<file path="config.mk">
export PLATFORM = sky130hd
export DESIGN_NAME = parity_xcvr
export DESIGN_NICKNAME = d
export VERILOG_FILES = /design/src/rtl/pxcvr_pkg.sv /design/src/rtl/pxcvr_mode_dec.sv /design/src/rtl/pxcvr_xor_tree.sv /design/src/rtl/pxcvr_err_flag.sv /design/src/rtl/parity_xcvr.sv
export SDC_FILE = /design/constraint.sdc
export NUM_CORES = 1
export LEC_CHECK = 0
export ABC_AREA = 1
export BUFFER_PORTS_ARGS = -buffer_cell sky130_fd_sc_hd__buf_2
export CELL_PAD_IN_SITES_DETAIL_PLACEMENT = 0
export CELL_PAD_IN_SITES_GLOBAL_PLACEMENT = 1
export CORE_MARGIN = 10
export CORE_UTILIZATION = 24
export DETAILED_ROUTE_END_ITERATION = 12
export MAX_ROUTING_LAYER = met4
export PLACE_DENSITY_LB_ADDON = 0.12
export SYNTH_ARGS = -nofsm -noshare
export SYNTH_HDL_FRONTEND = slang
export SYNTH_SLANG_ARGS = --single-unit
</file>
<file path="constraint.sdc">
create_clock -name clk -period 0.8 [get_ports clk]
set_clock_uncertainty 0.05 [all_clocks]
set_input_delay 0.08 -clock clk [delete_from_list [all_inputs] [get_ports clk]]
set_output_delay 0.08 -clock clk [all_outputs]
set_load 0.005 [all_outputs]
</file>
<file path="src/rtl/pxcvr_pkg.sv">
package pxcvr_pkg;
    localparam int unsigned BYTE_W = 8;

    typedef enum logic [1:0] {
        MODE_ISOLATE = 2'd0,
        MODE_XMIT    = 2'd1,
        MODE_RECV    = 2'd2,
        MODE_FORCE   = 2'd3
    } xcvr_mode_e;

    typedef enum logic {
        FLAG_CLEAN = 1'b0,
        FLAG_FAULT = 1'b1
    } flag_state_e;
endpackage

</file>
<file path="src/rtl/pxcvr_mode_dec.sv">
module pxcvr_mode_dec
    import pxcvr_pkg::*;
(
    input  logic       en_t_n,
    input  logic       en_r_n,
    output xcvr_mode_e mode,
    output logic       t_oe,
    output logic       r_oe,
    output logic       par_oe,
    output logic       chk_local,
    output logic       flip_par,
    output logic       sample_en
);
    // Enable pair to mode
    always_comb begin
        unique case ({en_t_n, en_r_n})
            2'b01:   mode = MODE_XMIT;
            2'b10:   mode = MODE_RECV;
            2'b00:   mode = MODE_FORCE;
            default: mode = MODE_ISOLATE;
        endcase
    end

    // Mode to drive enables and checker controls
    always_comb begin
        t_oe      = 1'b0;
        r_oe      = 1'b0;
        par_oe    = 1'b0;
        chk_local = 1'b1;
        flip_par  = 1'b0;
        sample_en = 1'b1;
        unique case (mode)
            MODE_XMIT: begin
                t_oe   = 1'b1;
                par_oe = 1'b1;
            end
            MODE_RECV: begin
                r_oe      = 1'b1;
                chk_local = 1'b0;
            end
            MODE_FORCE: begin
                t_oe     = 1'b1;
                par_oe   = 1'b1;
                flip_par = 1'b1;
            end
            MODE_ISOLATE: begin
                sample_en = 1'b0;
            end
        endcase
    end
endmodule

</file>
<file path="src/rtl/pxcvr_xor_tree.sv">
module pxcvr_xor_tree #(
    parameter int unsigned WIDTH = 9
) (
    input  logic [WIDTH-1:0] bits,
    output logic             odd
);
    logic [WIDTH:0] acc;
    assign acc[0] = 1'b0;

    for (genvar g = 0; g < WIDTH; g++) begin : g_stage
        assign acc[g+1] = acc[g] ^ bits[g];
    end

    assign odd = acc[WIDTH];
endmodule

</file>
<file path="src/rtl/pxcvr_err_flag.sv">
module pxcvr_err_flag
    import pxcvr_pkg::*;
(
    input  logic clk,
    input  logic clr_n,
    input  logic sample_en,
    input  logic check_ok,
    output logic err_level,
    output logic err_pull_dn
);
    flag_state_e state_q, state_d;

    // Next-state logic
    always_comb begin
        state_d = state_q;
        unique case (state_q)
            FLAG_CLEAN: if (sample_en && !check_ok) state_d = FLAG_FAULT;
            FLAG_FAULT: state_d = FLAG_FAULT;
        endcase
    end

    // State register with asynchronous clear
    always_ff @(posedge clk or negedge clr_n) begin
        if (!clr_n) state_q <= FLAG_CLEAN;
        else        state_q <= state_d;
    end

    // Outputs
    always_comb begin
        unique case (state_q)
            FLAG_CLEAN: begin
                err_level   = 1'b1;
                err_pull_dn = 1'b0;
            end
            FLAG_FAULT: begin
                err_level   = 1'b0;
                err_pull_dn = 1'b1;
            end
        endcase
    end

    AST_FLAG_STICKY: assert property (@(posedge clk) disable iff (!clr_n)
        (state_q == FLAG_FAULT) |=> (state_q == FLAG_FAULT));
endmodule

</file>
<file path="src/rtl/parity_xcvr.sv">
module parity_xcvr
    import pxcvr_pkg::*;
#(
    parameter int unsigned DATA_W = BYTE_W
) (
    input  logic              clk,
    input  logic              clr_n,
    input  logic              en_t_n,
    input  logic              en_r_n,
    input  logic [DATA_W-1:0] r_in,
    output logic [DATA_W-1:0] r_out,
    output logic              r_oe,
    input  logic [DATA_W-1:0] t_in,
    output logic [DATA_W-1:0] t_out,
    output logic              t_oe,
    input  logic              par_in,
    output logic              par_out,
    output logic              par_oe,
    output logic              err_level,
    output logic              err_pull_dn
);
    localparam int unsigned CHK_W = DATA_W + 1;

    xcvr_mode_e        mode;
    logic              chk_local, flip_par, sample_en;
    logic              r_odd, par_gen, par_tx, chk_ok;
    logic [CHK_W-1:0]  chk_bits;

    pxcvr_mode_dec u_dec (
        .en_t_n    (en_t_n),
        .en_r_n    (en_r_n),
        .mode      (mode),
        .t_oe      (t_oe),
        .r_oe      (r_oe),
        .par_oe    (par_oe),
        .chk_local (chk_local),
        .flip_par  (flip_par),
        .sample_en (sample_en)
    );

    // Generator: output is 1 when the byte holds an even count of ones
    pxcvr_xor_tree #(.WIDTH(DATA_W)) u_gen (
        .bits (r_in),
        .odd  (r_odd)
    );

    assign par_gen = ~r_odd;
    assign par_tx  = flip_par ? ~par_gen : par_gen;

    assign t_out   = r_in;
    assign r_out   = t_in;
    assign par_out = par_tx;

    // Checker: odd count across 9 bits means healthy
    assign chk_bits = chk_local ? {r_in, par_tx} : {t_in, par_in};

    pxcvr_xor_tree #(.WIDTH(CHK_W)) u_chk (
        .bits (chk_bits),
        .odd  (chk_ok)
    );

    pxcvr_err_flag u_flag (
        .clk         (clk),
        .clr_n       (clr_n),
        .sample_en   (sample_en),
        .check_ok    (chk_ok),
        .err_level   (err_level),
        .err_pull_dn (err_pull_dn)
    );

    AST_NO_CONTENTION: assert property (@(posedge clk) disable iff (!clr_n)
        !(t_oe && r_oe));
    AST_XMIT_PARITY_ODD: assert property (@(posedge clk) disable iff (!clr_n)
        (!en_t_n && en_r_n) |-> (par_oe && (^{t_out, par_out})));
    AST_RECV_FAULT: assert property (@(posedge clk) disable iff (!clr_n)
        (en_t_n && !en_r_n && !(^{t_in, par_in})) |=> !err_level);
    AST_ISOLATE_HOLD: assert property (@(posedge clk) disable iff (!clr_n)
        (en_t_n && en_r_n) |=> $stable(err_level));
    AST_FORCE_FAULT: assert property (@(posedge clk) disable iff (!clr_n)
        (!en_t_n && !en_r_n) |=> !err_level);
endmodule

</file>
==> flow_metrics.py, run 1 <==
metrics = {
    "sta": {
        "holdWs_ns": 0.301,
        "finalMaxSlewViolations": 0,
        "rsz0062_at_grt": "yes",
        "hold_viol": 0,
        "setup_ws_ns": -0.374,
        "worstMarginPinSlew_ns": 0.113,
        "max_slew_margin": 0.924,
        "final.setup.tns_ns": -0.771,
        "finalSetupViolations": 3,
        "min_period_ns": 1.17,
        "period_share": 1.47,
        "max_freq_mhz": 852,
    },
    "power": {
        "vdd_drop_max_v": 0.000264,
        "cellLeakagePower_nw": 0.667,
        "power.density_nw_per_um2": 649,
        "total_power_mw": 0.673,
    },
    "routing": {
        "wl_per_cell_um": 9.82,
        "via_per_inst": 4.18,
        "final_antenna_net_count": 0,
        "firstDrtPassIters": 4,
        "finalWirelength_mm": 1.87,
        "drc": 0,
        "detail_route.iter0.violations": 9,
        "vias": 795,
    },
    "layout": {
        "areaGrowthSynthToFinish_pct": 66.5,
        "utilization": 0.419,
        "nets": 183,
        "reg_top3": "u_flag.state_q x1",
        "multi_input_area_um2": 514,
        "num_antenna_cells": 0,
        "drive_above_1_share": 0.656,
        "ff_latch_area_um2": 25.0,
        "largest_register_ffs": 1,
        "n_fill_cell": 292,
        "stdcell_count": 190,
        "stdcell_area_um2": 1040,
        "largest_register": "u_flag.state_q",
    },
    "synthesis": {
        "synth.distinct_cells": 11,
        "synthCells": 127,
        "synth-seq-area-share": 0.0402,
        "synth_top_cells_by_area": "nand2_1 32%, buf_4 20%, inv_1 13%",
        "syn-num-nets": 148,
        "synth_top_area_cell": "nand2_1",
        "synth_area_um2": 623,
        "ys_ff_latch": 1,
        "avgSynthCellArea_um2": 4.91,
        "yosys_warnings": 0,
        "synth_top_area_share": 0.319,
    },
    "floorplan": {
        "die_h_um": 71.0,
        "ios": 43,
        "core-area_um2": 2480,
        "fp.dieW_um": 71.0,
        "start_util": 0.252,
        "die_area_um2": 5030,
        "row_count": 18,
    },
    "worst_hold_path": {
        "hp-class": "in2out",
    },
    "place": {
        "routabilityCongestion": 0.728,
        "dpl-instance-area_um2": 846,
        "place_inst": 187,
        "portBuffers": 42,
        "dpl.hpwl_mm": 1.57,
        "place_ws_ns": -0.540,
    },
    "setup_path": {
        "crit_buf_inv": 5,
        "cp.required_ns": 0.63,
        "critPathMaxStageDelay_ns": 0.12,
        "cpMaxStageDelayCell": "buf_12",
        "crit_fanout": 6,
        "critPathTopFamily": "simple AND/OR/NAND/NOR gates",
        "end_kind": "flop",
        "critical_path_class": "in2reg",
        "crit_arrival_ns": 1.01,
        "crit_top_cell": "nand2_2",
        "crit_path_start_kind": "input pin",
        "crit_chain": "buf_12, inv_16, nand2_8, clkinv_8, nand2_4, nand2_4, inv_2, nand2_2, nand2_2, nand2_2, inv_2, nor2_1, nand2_1, nand3_1, nand2_1",
    },
    "global_routing": {
        "grt_pass1_vias": 814,
        "grt_max_degree": 7,
        "gr-total-overflow": 0,
        "grt_pass1_wl_mm": 3.27,
        "antenna_found_initial": 0,
        "grtUsageTotal": 0.0731,
    },
    "run_status": {
        "violations": "setup timing",
        "status": "complete, but fails checks",
    },
    "job": {
        "drv_cap": 0,
    },
    "cts": {
        "insertion_delay_ns": 0,
        "clk_pin_slew_ns": 0,
    },
}
## cell usage after synthesis
| master | instances |
|---|---|
| nand2_4 | 2 |
| nand2_1 | 53 |
| dfrtp_1 | 1 |
| buf_4 | 17 |
| inv_2 | 5 |
| clkinv_4 | 1 |
| inv_1 | 22 |
| nand3_1 | 13 |
| or2_2 | 1 |
| nor2_1 | 3 |
| nand2_2 | 9 |
## final timing paths
| kind | slack, ns | depth (start not counted) | endpoint | from |
|---|---|---|---|---|
| worst max-delay path | -0.37 | 15 | u_flag.state_q | en_r_n |
| worst min-delay path | 0.30 | 2 | t_out[3] | r_in[3] |
| worst max register to register | 0.18 | 2 | u_flag.state_q | u_flag.state_q |
| worst min register to register | 0.40 | 2 | u_flag.state_q | u_flag.state_q |
| max in group asynchronous | 0.26 | 2 | u_flag.state_q | clr_n |
| min in group asynchronous | 0.36 | 2 | u_flag.state_q | clr_n |
## cell usage in the layout (no fill, tap or decap), types with 2 or more instances in the layout
cell,n
nand2_2,22
buf_6,5
buf_2,34
nand3_1,4
inv_2,11
nand3_2,8
buf_4,9
nand2_1,33
nor2_1,2
nand2_4,8
inv_1,14
## final cells by class
type | count | share of cell area
Inverter | 28 | 0.131
Multi-Input combinational cell | 81 | 0.496
Sequential cell | 1 | 0.0241
Tap cell | 30 | 0.0362
Timing Repair Buffer | 50 | 0.312
## per-layer routing
metal  track usage  vias to the layer above  part of all wire
li1              -                      417                 -
met1        0.0758                      352              0.38
met2         0.140                       26              0.54
met3        0.0181                        0             0.081
met4       0.00430                        0                 0
met5             -                        -                 0
## report_power, final
part | total [mW] | switching, mW | internal [mW]
Combinational | 0.621 | 0.337 | 0.284
Sequential | 0.0515 | 0 | 0.0515
Clock | 0 | 0 | 0
## worst register-to-register path, cell delays in order (launching register included)
cell	delay [ns]
dfrtp_1	0.35
inv_1	0.06
nand2_1	0.05
## what timing repair did
| action | in CTS | in global routing |
|---|---|---|
| resized for setup | 31 | 24 |
| endpoints found under the hold margin | 1 | 0 |
| hold buffers | 1 | 0 |
| pin swaps | 16 | 15 |
| endpoints found under the setup margin | 2 | 3 |
| buffers inserted | 1 | 1 |
## kinds of logic after synthesis
kind of cell | after synthesis | share of synthesized area
buffers and inverters | 45 | 0.382
and+or+nand+nor | 81 | 0.578
DFF | 1 | 0.0402
No activity file was read; power rests on OpenSTA's default activity.
==> run 2, diff against run 1 <==
--- a/config.mk
+++ b/config.mk
@@ -9,6 +9,7 @@
 export BUFFER_PORTS_ARGS = -buffer_cell sky130_fd_sc_hd__buf_2
 export CELL_PAD_IN_SITES_DETAIL_PLACEMENT = 0
 export CELL_PAD_IN_SITES_GLOBAL_PLACEMENT = 1
+export CORE_ASPECT_RATIO = 1.75
 export CORE_MARGIN = 10
 export CORE_UTILIZATION = 24
 export DETAILED_ROUTE_END_ITERATION = 12
==> run 2 against run 1 <==
Compared with the run above:
- core utilization about the same
- maximum frequency grew 0.32%
- critical endpoint unchanged
- the run still ends with setup timing left
- final cell count decreased by 2.1%
==> flow_metrics.py, run 2 (synthesis gave the netlist of run 1 again) <==
metrics = {
    "routing": {
        "wl_per_cell_um": 10.2,
        "finalWirelength_mm": 1.90,
        "final_antenna_net_count": 0,
        "firstDrtPassIters": 4,
        "detail_route.iter0.violations": 5,
        "drc": 0,
        "via_per_inst": 4.09,
        "vias": 761,
    },
    "job": {
        "drv_cap": 0,
    },
    "cts": {
        "insertion_delay_ns": 0,
        "clk_pin_slew_ns": 0,
    },
    "layout": {
        "n_fill_cell": 272,
        "nets": 183,
        "reg_top3": "u_flag.state_q x1",
        "drive_above_1_share": 0.650,
        "largest_register": "u_flag.state_q",
        "largest_register_ffs": 1,
        "ff_latch_area_um2": 25.0,
        "stdcell_area_um2": 1040,
        "mostFrequentLayoutCells": "33 x buf_2, 32 x nand2_1, 24 x nand2_2",
        "stdcell_count": 186,
        "num_antenna_cells": 0,
        "final_common_cell": "buf_2",
        "areaGrowthSynthToFinish_pct": 67.5,
        "multi_input_area_um2": 512,
    },
    "sta": {
        "finalSetupViolations": 3,
        "setup_ws_ns": -0.370,
        "min_period_ns": 1.17,
        "max_slew_margin": 0.924,
        "period_share": 1.46,
        "worstMarginPinSlew_ns": 0.114,
        "holdWs_ns": 0.304,
        "hold_viol": 0,
        "finalMaxSlewViolations": 0,
        "final.setup.tns_ns": -0.723,
        "max_freq_mhz": 855,
        "rsz0062_at_grt": "yes",
    },
    "global_routing": {
        "gr-total-overflow": 0,
        "grt_pass1_vias": 770,
        "grt_pass1_wl_mm": 3.09,
        "grt_max_degree": 8,
        "antenna_found_initial": 0,
        "grtUsageTotal": 0.0730,
    },
    "setup_path": {
        "crit_cells": 15,
        "critPathTopFamily": "simple AND/OR/NAND/NOR gates",
        "crit_path_start_kind": "input pin",
        "critical_path_class": "in2reg",
        "crit_arrival_ns": 1.00,
        "end_kind": "flop",
        "crit_top_cell": "nand2_2",
        "cpMaxStageDelayCell": "buf_12",
        "crit_chain": "buf_12, inv_16, nand2_8, clkinv_8, nand2_2, nand2_2, inv_2, nand2_2, nand2_2, nand2_2, inv_1, nor2_1, nand2_1, nand3_1, nand2_1",
        "critPathMaxStageDelay_ns": 0.12,
        "cp.required_ns": 0.63,
        "crit_buf_inv": 5,
        "r2r_cells": 2,
        "crit_fanout": 7,
    },
    "place": {
        "dpl-instance-area_um2": 833,
        "portBuffers": 42,
        "place_inst": 182,
        "routabilityCongestion": 0.721,
        "dpl.hpwl_mm": 1.68,
    },
    "floorplan": {
        "die_h_um": 87.4,
        "row_count": 24,
        "start_util": 0.250,
        "die_area_um2": 5110,
        "ios": 43,
        "core-area_um2": 2490,
        "fp.dieW_um": 58.5,
    },
    "power": {
        "power.density_nw_per_um2": 659,
        "total_power_mw": 0.688,
        "vdd_drop_max_v": 0.000184,
        "cellLeakagePower_nw": 0.667,
    },
    "worst_hold_path": {
        "hp-class": "in2out",
        "min_path_cells": 2,
    },
    "run_status": {
        "violations": "setup timing",
        "status": "complete, but fails checks",
    },
}
## run 2: cell count changes in the layout (fill, tap and decap cells not counted)
cell / before / now
nand2_2: 22 / 24
nand2_4: 8 / 7
buf_6: 5 / 6
inv_4: 1 / 4
nand2_1: 33 / 32
inv_1: 14 / 16
inv_2: 11 / 6
buf_2: 34 / 33
## run 2: worst register-to-register path: stages, from the launching register on
cell	delay (ns)
dfrtp_1	0.35
inv_1	0.07
nand2_1	0.05
## run 2: area by class of cell
| class | instances | share of cell area |
|---|---|---|
| Tap cell | 26 | 0.0312 |
| Timing Repair Buffer | 50 | 0.317 |
| Inverter | 28 | 0.138 |
| Multi-Input combinational cell | 81 | 0.490 |
| Sequential cell | 1 | 0.0240 |
## run 2: what timing repair did
item / CTS / global route
resized for setup: 35 / 22
hold buffers: 1 / 0
buffers inserted: 3 / 0
endpoints found under the setup margin: 3 / 3
hold endpoints to repair: 1 / 0
pin swaps: 19 / 12
## run 2: power by group
part / internal [mW] / total, mW / switching (mW)
Clock: 0 / 0 / 0
Combinational: 0.297 / 0.637 / 0.340
Sequential: 0.0515 / 0.0515 / 0
## run 2: path summary, 6_finish.rpt
path,startpoint,slack (ns),endpoint
min in group asynchronous,clr_n,0.35,u_flag.state_q
max reg2reg,u_flag.state_q,0.17,u_flag.state_q
min,r_in[2],0.30,t_out[2]
min reg2reg,u_flag.state_q,0.41,u_flag.state_q
max in group asynchronous,clr_n,0.27,u_flag.state_q
max,en_r_n,-0.37,u_flag.state_q
## run 2: metrics by stage
stage / utilization / setup slack, ns
floorplan: - / -0.179
global placement: 0.334 / -0.523
detailed placement: 0.334 / -0.553
CTS: 0.394 / -0.393
global route: 0.419 / -0.497
finish: 0.419 / -0.370
## run 2: routing by layer
| metal | global-route usage | part of all wire | vias to the layer above |
|---|---|---|---|
| met5 | - | 0 | - |
| met4 | 0 | 0 | 0 |
| met3 | 0.0117 | 0.066 | 0 |
| met2 | 0.157 | 0.59 | 23 |
| met1 | 0.0642 | 0.34 | 316 |
| li1 | - | - | 422 |
